--- src/rtl/rt_pkg.sv ---
package rt_pkg;
  typedef enum logic [1:0] {
    ST_IDLE  = 2'd0,
    ST_WAIT  = 2'd1,
    ST_COUNT = 2'd2,
    ST_HOLD  = 2'd3
  } rt_state_t;
endpackage

--- src/rtl/rt_prescaler.sv ---
module rt_prescaler #(
  parameter int HALF_DIV = 25000
) (
  input  logic clk_i,
  input  logic rst_i,
  output logic tick_o
);
  localparam int CW = (HALF_DIV > 1) ? $clog2(HALF_DIV) : 1;
  localparam logic [CW-1:0] LAST = CW'(HALF_DIV - 1);

  logic [CW-1:0] cnt_q;
  logic          slow_q;

  always_ff @(posedge clk_i) begin
    if (rst_i) begin
      cnt_q  <= '0;
      slow_q <= 1'b0;
      tick_o <= 1'b0;
    end else begin
      tick_o <= 1'b0;
      if (cnt_q == LAST) begin
        cnt_q  <= '0;
        slow_q <= ~slow_q;
        tick_o <= ~slow_q;
      end else begin
        cnt_q <= cnt_q + 1'b1;
      end
    end
  end
endmodule

--- src/rtl/rt_button_edge.sv ---
module rt_button_edge (
  input  logic clk_i,
  input  logic rst_i,
  input  logic btn_i,
  output logic press_o
);
  logic [2:0] sync_q;

  always_ff @(posedge clk_i) begin
    if (rst_i) sync_q <= '0;
    else       sync_q <= {sync_q[1:0], btn_i};
  end

  assign press_o = sync_q[1] & ~sync_q[2];
endmodule

--- src/rtl/rt_lfsr.sv ---
module rt_lfsr #(
  parameter int              W    = 16,
  parameter logic [W-1:0]    TAPS = 16'hB400,
  parameter logic [W-1:0]    SEED = 16'hACE1
) (
  input  logic         clk_i,
  input  logic         rst_i,
  output logic [W-1:0] value_o
);
  always_ff @(posedge clk_i) begin
    if (rst_i) value_o <= SEED;
    else       value_o <= {1'b0, value_o[W-1:1]} ^ (value_o[0] ? TAPS : '0);
  end
endmodule

--- src/rtl/rt_bcd_counter.sv ---
module rt_bcd_counter #(
  parameter int DIGITS = 4
) (
  input  logic                  clk_i,
  input  logic                  rst_i,
  input  logic                  clr_i,
  input  logic                  inc_i,
  output logic [4*DIGITS-1:0]   value_o
);
  logic [DIGITS:0] carry;
  logic            sat;

  assign carry[0] = inc_i & ~sat;

  always_comb begin
    sat = 1'b1;
    for (int i = 0; i < DIGITS; i++)
      if (value_o[4*i +: 4] != 4'd9) sat = 1'b0;
  end

  for (genvar g = 0; g < DIGITS; g++) begin : g_digit
    logic [3:0] dig_q;
    assign carry[g+1]     = carry[g] & (dig_q == 4'd9);
    assign value_o[4*g +: 4] = dig_q;
    always_ff @(posedge clk_i) begin
      if (rst_i || clr_i)  dig_q <= 4'd0;
      else if (carry[g])   dig_q <= (dig_q == 4'd9) ? 4'd0 : dig_q + 4'd1;
    end
  end
endmodule

--- src/rtl/reaction_timer.sv ---
module reaction_timer
  import rt_pkg::*;
#(
  parameter int HALF_DIV   = 25000,
  parameter int DIGITS     = 4,
  parameter int DELAY_MIN  = 1000,
  parameter int DELAY_SPAN = 4000,
  parameter int FLASH_HALF = 250,
  parameter int LFSR_W     = 16
) (
  input  logic                clk_i,
  input  logic                rst_i,
  input  logic                btn_i,
  input  logic                view_best_i,
  output logic [4*DIGITS-1:0] digits_o,
  output logic [2:0]          flash_o
);
  localparam int DW  = $clog2(DELAY_MIN + DELAY_SPAN + 1);
  localparam int SB  = $clog2(DELAY_SPAN);
  localparam int FW  = (FLASH_HALF > 1) ? $clog2(FLASH_HALF) : 1;
  localparam logic [4*DIGITS-1:0] ALL9 = {DIGITS{4'd9}};
  localparam logic [FW-1:0]       FLAST = FW'(FLASH_HALF - 1);

  logic                tick, press;
  logic [LFSR_W-1:0]   rnd;
  logic [4*DIGITS-1:0] cur;
  rt_state_t           st_q;
  logic [DW-1:0]       down_q;
  logic [4*DIGITS-1:0] best_q;
  logic                flash_q;
  logic [FW-1:0]       fcnt_q;
  logic [SB-1:0]       low;
  logic [DW-1:0]       delay_val;
  logic                start, stop, bcd_clr, bcd_inc;

  rt_prescaler #(.HALF_DIV(HALF_DIV)) u_pre (
    .clk_i(clk_i), .rst_i(rst_i), .tick_o(tick));

  rt_button_edge u_btn (
    .clk_i(clk_i), .rst_i(rst_i), .btn_i(btn_i), .press_o(press));

  rt_lfsr #(.W(LFSR_W)) u_lfsr (
    .clk_i(clk_i), .rst_i(rst_i), .value_o(rnd));

  rt_bcd_counter #(.DIGITS(DIGITS)) u_bcd (
    .clk_i(clk_i), .rst_i(rst_i), .clr_i(bcd_clr), .inc_i(bcd_inc), .value_o(cur));

  // Fold the random low bits into the span, then offset by the minimum.
  always_comb begin
    low = rnd[SB-1:0];
    if (SB'(DELAY_SPAN) <= low) low = low - SB'(DELAY_SPAN);
    delay_val = DW'(DELAY_MIN) + DW'(low);
  end

  assign start   = press & ~view_best_i & ((st_q == ST_IDLE) | (st_q == ST_HOLD));
  assign stop    = press & ~view_best_i & (st_q == ST_COUNT);
  assign bcd_clr = view_best_i | start;
  assign bcd_inc = (st_q == ST_COUNT) & tick & ~press & ~view_best_i;

  always_ff @(posedge clk_i) begin
    if (rst_i) begin
      st_q    <= ST_IDLE;
      down_q  <= '0;
      best_q  <= ALL9;
      flash_q <= 1'b0;
      fcnt_q  <= '0;
    end else if (view_best_i) begin
      st_q <= ST_IDLE;
    end else begin
      case (st_q)
        ST_IDLE, ST_HOLD: if (start) begin
          st_q   <= ST_WAIT;
          down_q <= delay_val;
        end
        ST_WAIT: if (tick) begin
          if (down_q == DW'(1)) begin
            st_q    <= ST_COUNT;
            flash_q <= 1'b1;
            fcnt_q  <= '0;
          end
          down_q <= down_q - 1'b1;
        end
        ST_COUNT: begin
          if (stop) begin
            st_q <= ST_HOLD;
            if (cur < best_q) best_q <= cur;
          end else if (tick) begin
            if (fcnt_q == FLAST) begin
              fcnt_q  <= '0;
              flash_q <= ~flash_q;
            end else begin
              fcnt_q <= fcnt_q + 1'b1;
            end
          end
        end
        default: st_q <= ST_IDLE;
      endcase
    end
  end

  always_ff @(posedge clk_i) begin
    if (rst_i) begin
      digits_o <= '0;
      flash_o  <= 3'b000;
    end else begin
      digits_o <= view_best_i ? best_q : cur;
      flash_o  <= (st_q == ST_COUNT) ? {3{flash_q}} : 3'b000;
    end
  end
endmodule

--- config.mk ---
export PLATFORM = sky130hd
export DESIGN_NAME = reaction_timer
export DESIGN_NICKNAME = d
export VERILOG_FILES = /design/src/rtl/rt_pkg.sv /design/src/rtl/rt_prescaler.sv /design/src/rtl/rt_button_edge.sv /design/src/rtl/rt_lfsr.sv /design/src/rtl/rt_bcd_counter.sv /design/src/rtl/reaction_timer.sv
export SDC_FILE = /design/constraint.sdc
export NUM_CORES = 1
export LEC_CHECK = 0
export BUFFER_PORTS_ARGS = -buffer_cell sky130_fd_sc_hd__buf_2
export CORE_AREA = 2 2 97 99
export CTS_CLUSTER_DIAMETER = 120
export DETAILED_ROUTE_END_ITERATION = 16
export DIE_AREA = 0 0 99 101
export PLACE_DENSITY = 0.88
export SLEW_MARGIN = 0
export SYNTH_ARGS = -nofsm -noshare
export SYNTH_HDL_FRONTEND = slang
export SYNTH_SLANG_ARGS = --single-unit
--- constraint.sdc ---
create_clock -name clk_i -period 3.4 [get_ports clk_i]
set_clock_uncertainty 0.2 [all_clocks]
set_input_delay 0.68 -clock clk_i [delete_from_list [all_inputs] [get_ports clk_i]]
set_output_delay 0.68 -clock clk_i [all_outputs]
set_load 0.02 [all_outputs]
==> metrics.csv, run 1 <==
metric;value;unit
cpMostUsedCell;a211oi_1;
synthTopCellsByCount;dfxtp_1, nor2_1, nand2_1;
grt_max_degree;36;
port_buffers;22;
cts_buffers;9;
wire_per_inst;14.41;microns
grt_pass1_vias;4080;
cts_buffer_depth;2;
slowest_stage;dfxtp_1;
crit_fanout;12;
dpl.hpwl;7539;microns
p_sw;648.2;uW
synth_edf_count;0;
rows;35;
syn_to_final_growth;6.383;%
synth-main-ff-cell;dfxtp_1;
drt_first_iter_violations;293;
drv_cap;0;
synthCells;620;
switching_share;27.88;%
drc;0;
cts.htree.levels;3;
min_path_cells;1;
hold_viol;0;
first_pass_iters;8;
cts_tree;built;
synthMuxAreaShare;6.660;%
yosys_warnings;0;
utilization;64.11;%
intPower;1677;uW
synth_top_area_cell;dfxtp_1;
antenna_left;0;
relSlewSlack;34.69;%
layout_min_cycle_time;2.860;ns
worstMarginPinSlew;0.9707;ns
clkPwrFrac;34.2;%
yosysMostFrequentCell;dfxtp_1;
routabilityCongestion;0.8936;
status;complete, no violations;
fin_crit_sh;84.12;%
synth_cell_types;68;
irDropWorstVdd;316.9;uV
antennaDiodeCount;0;
cp-end-kind;flop;
synth-xor-area-share;6.314;%
grt_pass1_wl;18140;microns
io_pins;23;
synth_simple_gate_area_share;25.25;%
synth_top_area_share;40.33;%
power_density;403.9;mW/mm^2
crit_type;flop to flop;
r2r_cells;8;
start_util;60.26;%
worstPathCellList;ha_1, a21oi_1, o21ai_0, a211oi_1, a211oi_1, a2111oi_4, buf_4, mux2i_1;
core;0.008977;sq mm
cts_resized;0;
synth.yosys.seq_area_share;40.33;%
syn_nets;649;
cp.arrival;2.98;ns
clk_latency;0.39;ns
routed_via_density;5.822;
clockRootBuffer;clkbuf_8;
critical_path_buf_inv_count;1;
postRouteWirelength;10710;microns
antenna_found_initial;0;
syn_area;0.005410;sq mm
whs;0.2091;ns
cpPeakStageDelay;0.53;ns
slew_violations;0;
die-width;99;microns
async_flop_share;0;%
die_area;0.009999;sq mm
path_depth;8;
hold_class;flop to flop;
drive_gt1_share;10.28;%
cts.reportedPaths.clkPinSlew;0.12;ns
p_leak;0.002301;uW
crit_family;compound AO/OA/AOI/OAI gates;
die_h;101;microns
cts.sinks;109;
max_freq;349.6;MHz
setup_viol;0;
hold_buffers;0;
combPwrFrac;8.5;%
ys_ff_latch;109;
finalNetCount;656;
synth_area_per_cell;8.726;sq um
synth-compound-area-share;10.68;%
postCtsSetupBuffers;0;
startpoint_type;flop;
route.vias.total;4326;
seq_power_share;57.3;%
synth_area_leaders;dfxtp_1, nor2_1, mux2i_1;
synth_fa_ha_area_share;5.782;%
overflow;0;
grt_use_total;21.99;%
placed_cells;727;
rsz0062_at_grt;false;
final_cells;743;
critPathRequiredTime;3.52;ns
setup-tns-final;0;ns
synth_top_family_by_area;simple AND/OR/NAND/NOR gates;
## cells in the final DEF (no fill, tap or decap), types with 3 or more instances in the layout
cell / instances
a211oi_1: 5
a21o_1: 3
a21oi_1: 21
a22oi_1: 5
and2_1: 3
and3_1: 7
and4_1: 3
buf_2: 22
buf_4: 5
clkbuf_8: 9
dfxtp_1: 109
ha_1: 25
inv_1: 34
inv_8: 3
mux2i_1: 36
nand2_1: 54
nand2b_1: 14
nand3_1: 17
nand3b_1: 4
nand4_1: 10
nor2_1: 99
nor2b_1: 11
nor3_1: 9
nor3b_1: 3
nor4_1: 4
nor4b_1: 3
o21ai_0: 13
o22ai_1: 3
or2_2: 6
or3_1: 5
xnor2_1: 18
xor2_1: 21
## registers in the layout (all words and copies together), names as in the netlist
name                 flops
best_q                  16
digits_o                16
u_bcd.g_digit.dig_q     16
u_lfsr.value_o          16
u_pre.cnt_q             15
down_q                  13
fcnt_q                   8
u_btn.sync_q             3
st_q                     2
flash_o                  1
flash_q                  1
u_pre.slow_q             1
u_pre.tick_o             1
## final timing paths
check	startpoint	to	slack [ns]
hold reg to reg	u_lfsr.value_o[12]	u_lfsr.value_o[11]	0.21
setup / recovery	u_bcd.g_digit[2].dig_q[3]	best_q[4]	0.54
hold / removal	u_lfsr.value_o[12]	u_lfsr.value_o[11]	0.21
setup reg to reg	u_bcd.g_digit[2].dig_q[3]	best_q[4]	0.54
## area by class of cell
cell class	instances	area, sq um
Sequential cell	109	2182
Multi-Input combinational cell	446	2959
Clock inverter	7	76.32
Tap cell	111	138.9
Inverter	34	127.6
Fill cell	692	3222
Clock buffer	9	123.9
Timing Repair Buffer	27	147.6
## logic make-up (layout without fill, tap and decap cells)
group | count (synthesis) | count (layout)
flip-flops | 109 | 109
XOR/XNOR | 39 | 39
AND/OR/NAND/NOR | 267 | 267
adder cells (fa/ha/maj) | 25 | 25
buffers and inverters | 65 | 77
multiplexers | 36 | 36
AO/OA/AOI/OAI | 79 | 79
## power by group through the flow
| stage | clock network (uW) | logic, uW | registers (uW) |
|---|---|---|---|
| 2_1_floorplan | 0 | 156 | 1360 |
| 3_3_place_gp | 0 | 187 | 1360 |
| 3_5_place_dp | 0 | 194 | 1360 |
| 4_1_cts | 807 | 195 | 1330 |
| 5_1_grt | 866 | 217 | 1340 |
| 6_report | 795 | 198 | 1330 |
## routing by layer
layer | vias to the layer above | track usage (%) | share of wire (%)
li1 | 2145 | - | -
met1 | 2050 | 27.19 | 45
met2 | 112 | 37.27 | 48
met3 | 19 | 3.883 | 4.3
met4 | 0 | 10.43 | 1.9
met5 | - | 0 | 0
## through the flow
step	instance area, sq um	setup WS [ns]	power [uW]
3_5_place_dp	5555	0.5908	1555
2_1_floorplan	5410	0.9258	1514
4_1_cts	5756	0.5800	2334
3_3_place_gp	5555	0.8071	1547
6_report	5756	0.5398	2325
5_1_grt	5756	0.3518	2420
No activity file was read; power rests on OpenSTA's default activity.
==> run 2: changes to the inputs <==
==> constraint.sdc (replaced) <==
create_clock -name clk_i -period 2.8 [get_ports clk_i]
set_clock_uncertainty 0.2 [all_clocks]
set_input_delay 0.56 -clock clk_i [delete_from_list [all_inputs] [get_ports clk_i]]
set_output_delay 0.56 -clock clk_i [all_outputs]
set_load 0.02 [all_outputs]
==> metrics.csv, run 2 (same netlist as run 1, synthesis figures left out) <==
metric;value;unit;change
status;complete, no violations;;unchanged
slowest_stage;dfxtp_1;;unchanged
routed_via_density;5.720;;was 5.822
hold_class;input pin to flop;;was flop to flop
rows;35;;unchanged
irDropWorstVdd;251.2;uV;was 316.9 uV
clockRootBuffer;clkbuf_8;;unchanged
drive_gt1_share;11.68;%;was 10.28%
syn_to_final_growth;7.724;%;was 6.383%
route.vias.total;4307;;was 4,326
cts_resized;0;;unchanged
hold_buffers;0;;unchanged
start_util;60.26;%;unchanged
antenna_found_initial;0;;unchanged
p_leak;0.002350;uW;was 0.002301 uW
die_h;101;microns;unchanged
postRouteWirelength;10580;microns;was 10,710 microns
cpPeakStageDelay;0.50;ns;was 0.53 ns
die-width;99;microns;unchanged
startpoint_type;flop;;unchanged
cts.reportedPaths.clkPinSlew;0.11;ns;was 0.12 ns
max_freq;395.6;MHz;was 349.6 MHz
met3_length;506;microns;was 461 microns
routabilityCongestion;0.9047;;was 0.8936
slew_violations;0;;unchanged
first_pass_iters;5;;was 8
cts_buffer_depth;2;;unchanged
crit_fanout;12;;unchanged
layout_min_cycle_time;2.528;ns;was 2.860 ns
grt_max_degree;25;;was 36
worstPathCellList;ha_1, a21oi_1, o21ai_0, a211oi_1, a211oi_1, a2111oi_4, buf_4, mux2i_1;;unchanged
port_buffers;22;;unchanged
grt_use_total;22.06;%;was 21.99%
die_area;0.009999;sq mm;unchanged
whs;0.1903;ns;was 0.2091 ns
routed.top_layer;met4;;unchanged
antennaDiodeCount;0;;unchanged
worstMarginPinSlew;0.6326;ns;was 0.9707 ns
dr_wl_met2;5162;microns;was 5175 microns
setup_viol;0;;unchanged
wl_met1;4705;microns;was 4862 microns
finalNetCount;666;;was 656
drv_cap;0;;unchanged
final_cells;753;;was 743
setup-tns-final;0;ns;unchanged
cpMostUsedCell;a211oi_1;;unchanged
placed_cells;737;;was 727
dpl.hpwl;7544;microns;was 7539 microns
core;0.008977;sq mm;unchanged
overflow;0;;unchanged
wire_per_inst;14.05;microns;was 14.41 microns
io_pins;23;;unchanged
critPathRequiredTime;2.91;ns;was 3.52 ns
drt_first_iter_violations;222;;was 293
hold_viol;0;;unchanged
relSlewSlack;57.29;%;was 34.69%
grt_pass1_vias;4046;;was 4,080
postCtsSetupBuffers;0;;unchanged
antenna_left;0;;unchanged
cts.sinks;109;;unchanged
cp.arrival;2.64;ns;was 2.98 ns
cts_buffers;9;;unchanged
layout_commonest_cell;dfxtp_1;;unchanged
drc;0;;unchanged
fin_crit_sh;90.27;%;was 84.12%
final_cell_mix;dfxtp_1, nor2_1, nand2_1;;unchanged
clk_latency;0.38;ns;was 0.39 ns
cp-end-kind;flop;;unchanged
cts.htree.levels;3;;unchanged
crit_type;flop to flop;;unchanged
grt_pass1_wl;18220;microns;was 18,140 microns
power_density;482.0;mW/mm^2;was 403.9 mW/mm^2
place_area;0.005630;sq mm;was 0.005555 sq mm
cts_tree;built;;unchanged
finalInstanceArea;0.005828;sq mm;was 0.005756 sq mm
rsz0062_at_grt;false;;unchanged
-- run 2: critical path, delay by kind of cell (launching register included) --
family,cells,cell delay (ns)
multiplexers,1,0.21
adder cells (fa/ha/maj),1,0.32
flip-flops,1,0.50
AO/OA/AOI/OAI,5,0.91
buffers and inverters,1,0.32
-- run 2: per-layer routing --
layer  GRT usage (%)  up-vias
li1                -     2154
met4           7.798        0
met2           37.32      119
met1           28.27     2013
met3           4.161       21
met5               0        -
-- run 2: layout make-up --
class / instances / area [sq um]
Clock buffer: 9 / 123.9
Clock inverter: 7 / 73.82
Fill cell: 675 / 3149
Inverter: 34 / 127.6
Multi-Input combinational cell: 446 / 2959
Sequential cell: 109 / 2182
Tap cell: 111 / 138.9
Timing Repair Buffer: 37 / 222.7
-- run 2: report_power, final --
part	switching (uW)	internal, uW
Combinational	146	97.8
Sequential	33.0	1590
Clock	594	354
Total	772	2040
-- run 2: stage by stage --
stage	util (%)	power, uW	worst slack (ns)
after floorplan	-	1838	0.3465
after global placement	62.72	1882	0.4357
after detailed placement	62.72	1894	0.3184
after CTS	64.92	2828	0.2547
after global routing	64.92	2934	0.06749
final	64.92	2809	0.2725
-- run 2: final timing paths --
check                           slack, ns                       from  cells past startpoint                  to
worst max register to register       0.27  u_bcd.g_digit[2].dig_q[3]                      8           best_q[8]
worst min register to register       0.23         u_lfsr.value_o[12]                      1  u_lfsr.value_o[11]
worst min-delay path                 0.19                      btn_i                      2     u_btn.sync_q[0]
worst max-delay path                 0.27  u_bcd.g_digit[2].dig_q[3]                      8           best_q[8]
==> run 3: changes to the inputs <==
--- a/config.mk
+++ b/config.mk
@@ -11,6 +11,7 @@
 export DETAILED_ROUTE_END_ITERATION = 16
 export DIE_AREA = 0 0 99 101
 export PLACE_DENSITY = 0.88
+export SETUP_SLACK_MARGIN = 0.5
 export SLEW_MARGIN = 0
 export SYNTH_ARGS = -nofsm -noshare
 export SYNTH_HDL_FRONTEND = slang
==> metrics.csv, run 3 (same netlist as run 1, synthesis figures left out) <==
metric;value;unit;change
status;complete, no violations;;unchanged
crit_fanout;4;;was 12
irDropWorstVdd;318.6;uV;was 251.2 uV
rsz0062_at_grt;true;;was false
hold_class;input pin to flop;;unchanged
drv_cap;0;;unchanged
cts_tree;built;;unchanged
fin_crit_sh;84.61;%;was 90.27%
antenna_found_initial;0;;unchanged
critPathRequiredTime;2.85;ns;was 2.91 ns
io_pins;23;;unchanged
die_h;101;microns;unchanged
wire_per_inst;16.67;microns;was 14.05 microns
cts.reportedPaths.clkPinSlew;0.11;ns;about the same
crit_type;flop to flop;;unchanged
routed_via_density;5.999;;was 5.720
port_buffers;22;;unchanged
power_density;462.0;mW/mm^2;was 482.0 mW/mm^2
finalNetCount;690;;was 666
final_cell_mix;nor2_1, dfxtp_1, nand2_1;;was dfxtp_1, nor2_1, nand2_1
clockRootBuffer;clkbuf_8;;unchanged
hold_buffers;0;;unchanged
p_total;2927;uW;was 2809 uW
start_util;60.26;%;unchanged
multi_input_area;0.003191;sq mm;was 0.002959 sq mm
grt_pass1_vias;4289;;was 4,046
antenna_left;0;;unchanged
cts.sinks;109;;unchanged
cts_buffer_depth;2;;unchanged
place_area;0.005695;sq mm;was 0.005630 sq mm
relSlewSlack;54.23;%;was 57.29%
finalWorstSetupSlack;0.4308;ns;was 0.2725 ns
syn_to_final_growth;17.09;%;was 7.724%
grt_pass1_wl;19040;microns;was 18,220 microns
core;0.008977;sq mm;unchanged
setup_viol;0;;unchanged
cts_buffers;9;;unchanged
layout_min_cycle_time;2.369;ns;was 2.528 ns
antennaDiodeCount;0;;unchanged
cp.arrival;2.42;ns;was 2.64 ns
die_area;0.009999;sq mm;unchanged
drive_gt1_share;24.47;%;was 11.68%
first_pass_iters;5;;unchanged
overflow;0;;unchanged
utilization;70.56;%;was 64.92%
die-width;99;microns;unchanged
layout_commonest_cell;nor2_1;;was dfxtp_1
dpl.hpwl;7618;microns;was 7544 microns
routabilityCongestion;0.9066;;was 0.9047
setup-tns-final;0;ns;unchanged
regArea;0.002242;sq mm;was 0.002182 sq mm
hold_viol;0;;unchanged
grt_max_degree;42;;was 25
finalInstanceArea;0.006335;sq mm;was 0.005828 sq mm
clk_latency;0.37;ns;was 0.38 ns
startpoint_type;flop;;unchanged
drt_first_iter_violations;338;;was 222
dpl_worst_slack;0.3327;ns;was 0.3184 ns
postRouteWirelength;12950;microns;was 10,580 microns
slew_violations;0;;unchanged
grt_use_total;23.21;%;was 22.06%
drc;0;;unchanged
rows;35;;unchanged
cts.htree.levels;3;;unchanged
fillers;631;;was 675
max_freq;422.1;MHz;was 395.6 MHz
worstMarginPinSlew;0.6780;ns;was 0.6326 ns
cp-end-kind;flop;;unchanged
p_leak;0.002507;uW;was 0.002350 uW
route.vias.total;4661;;was 4,307
-- run 3: per-layer routing --
metal	up-vias	GRT usage [%]	part of all wire, %
met2	194	41.84	51
met1	2198	27.38	40
met4	0	8.641	3.5
met5	-	0	0
li1	2211	-	-
met3	58	4.438	5.8
-- run 3: critical path: stages (launching register included) --
cell and delay, ns:
dfxtp_2 0.36, or4_4 0.60, nor3_4 0.27, a41oi_2 0.21, nor2_4 0.15, nor2_1 0.07
a2111oi_2 0.39
-- run 3: repair_timing --
action	in CTS	in global routing
cloned	1	0
pin swaps	3	8
gates resized for setup	11	58
hold endpoints to repair	0	0
buffers inserted	6	21
endpoints found under the setup margin	28	41
-- run 3: power by group --
group / leakage, uW / total, uW / internal [uW] / switching (uW)
clock network: 0.000109 / 1010 / 436 / 576
registers: 0.000899 / 1620 / 1580 / 36.5
logic: 0.00150 / 300 / 128 / 171
-- run 3: layout make-up --
type                       count  area share [%]
multi-input combinational    446           50.37
timing repair buffer          61           6.676
clock inverter                 7           1.402
inverter                      34           2.015
sequential                   109           35.39
tap                          111           2.192
clock buffer                   9           1.955
-- run 3: through the flow --
| stage | hold WS, ns | std cells |
|---|---|---|
| finish | 0.1942 | 777 |
| global route | 0.1971 | 777 |
| CTS | 0.1847 | 756 |
| detailed placement | 0.2095 | 733 |
| global placement | 0.1911 | 733 |
| floorplan | 0.1895 | 620 |
-- run 3: final timing paths --
kind | startpoint | end | slack [ns] | cells after the start
max reg2reg | down_q[7] | st_q[0] | 0.43 | 6
min reg2reg | u_lfsr.value_o[12] | u_lfsr.value_o[11] | 0.23 | 1
max | down_q[7] | st_q[0] | 0.43 | 6
min | btn_i | u_btn.sync_q[0] | 0.19 | 2
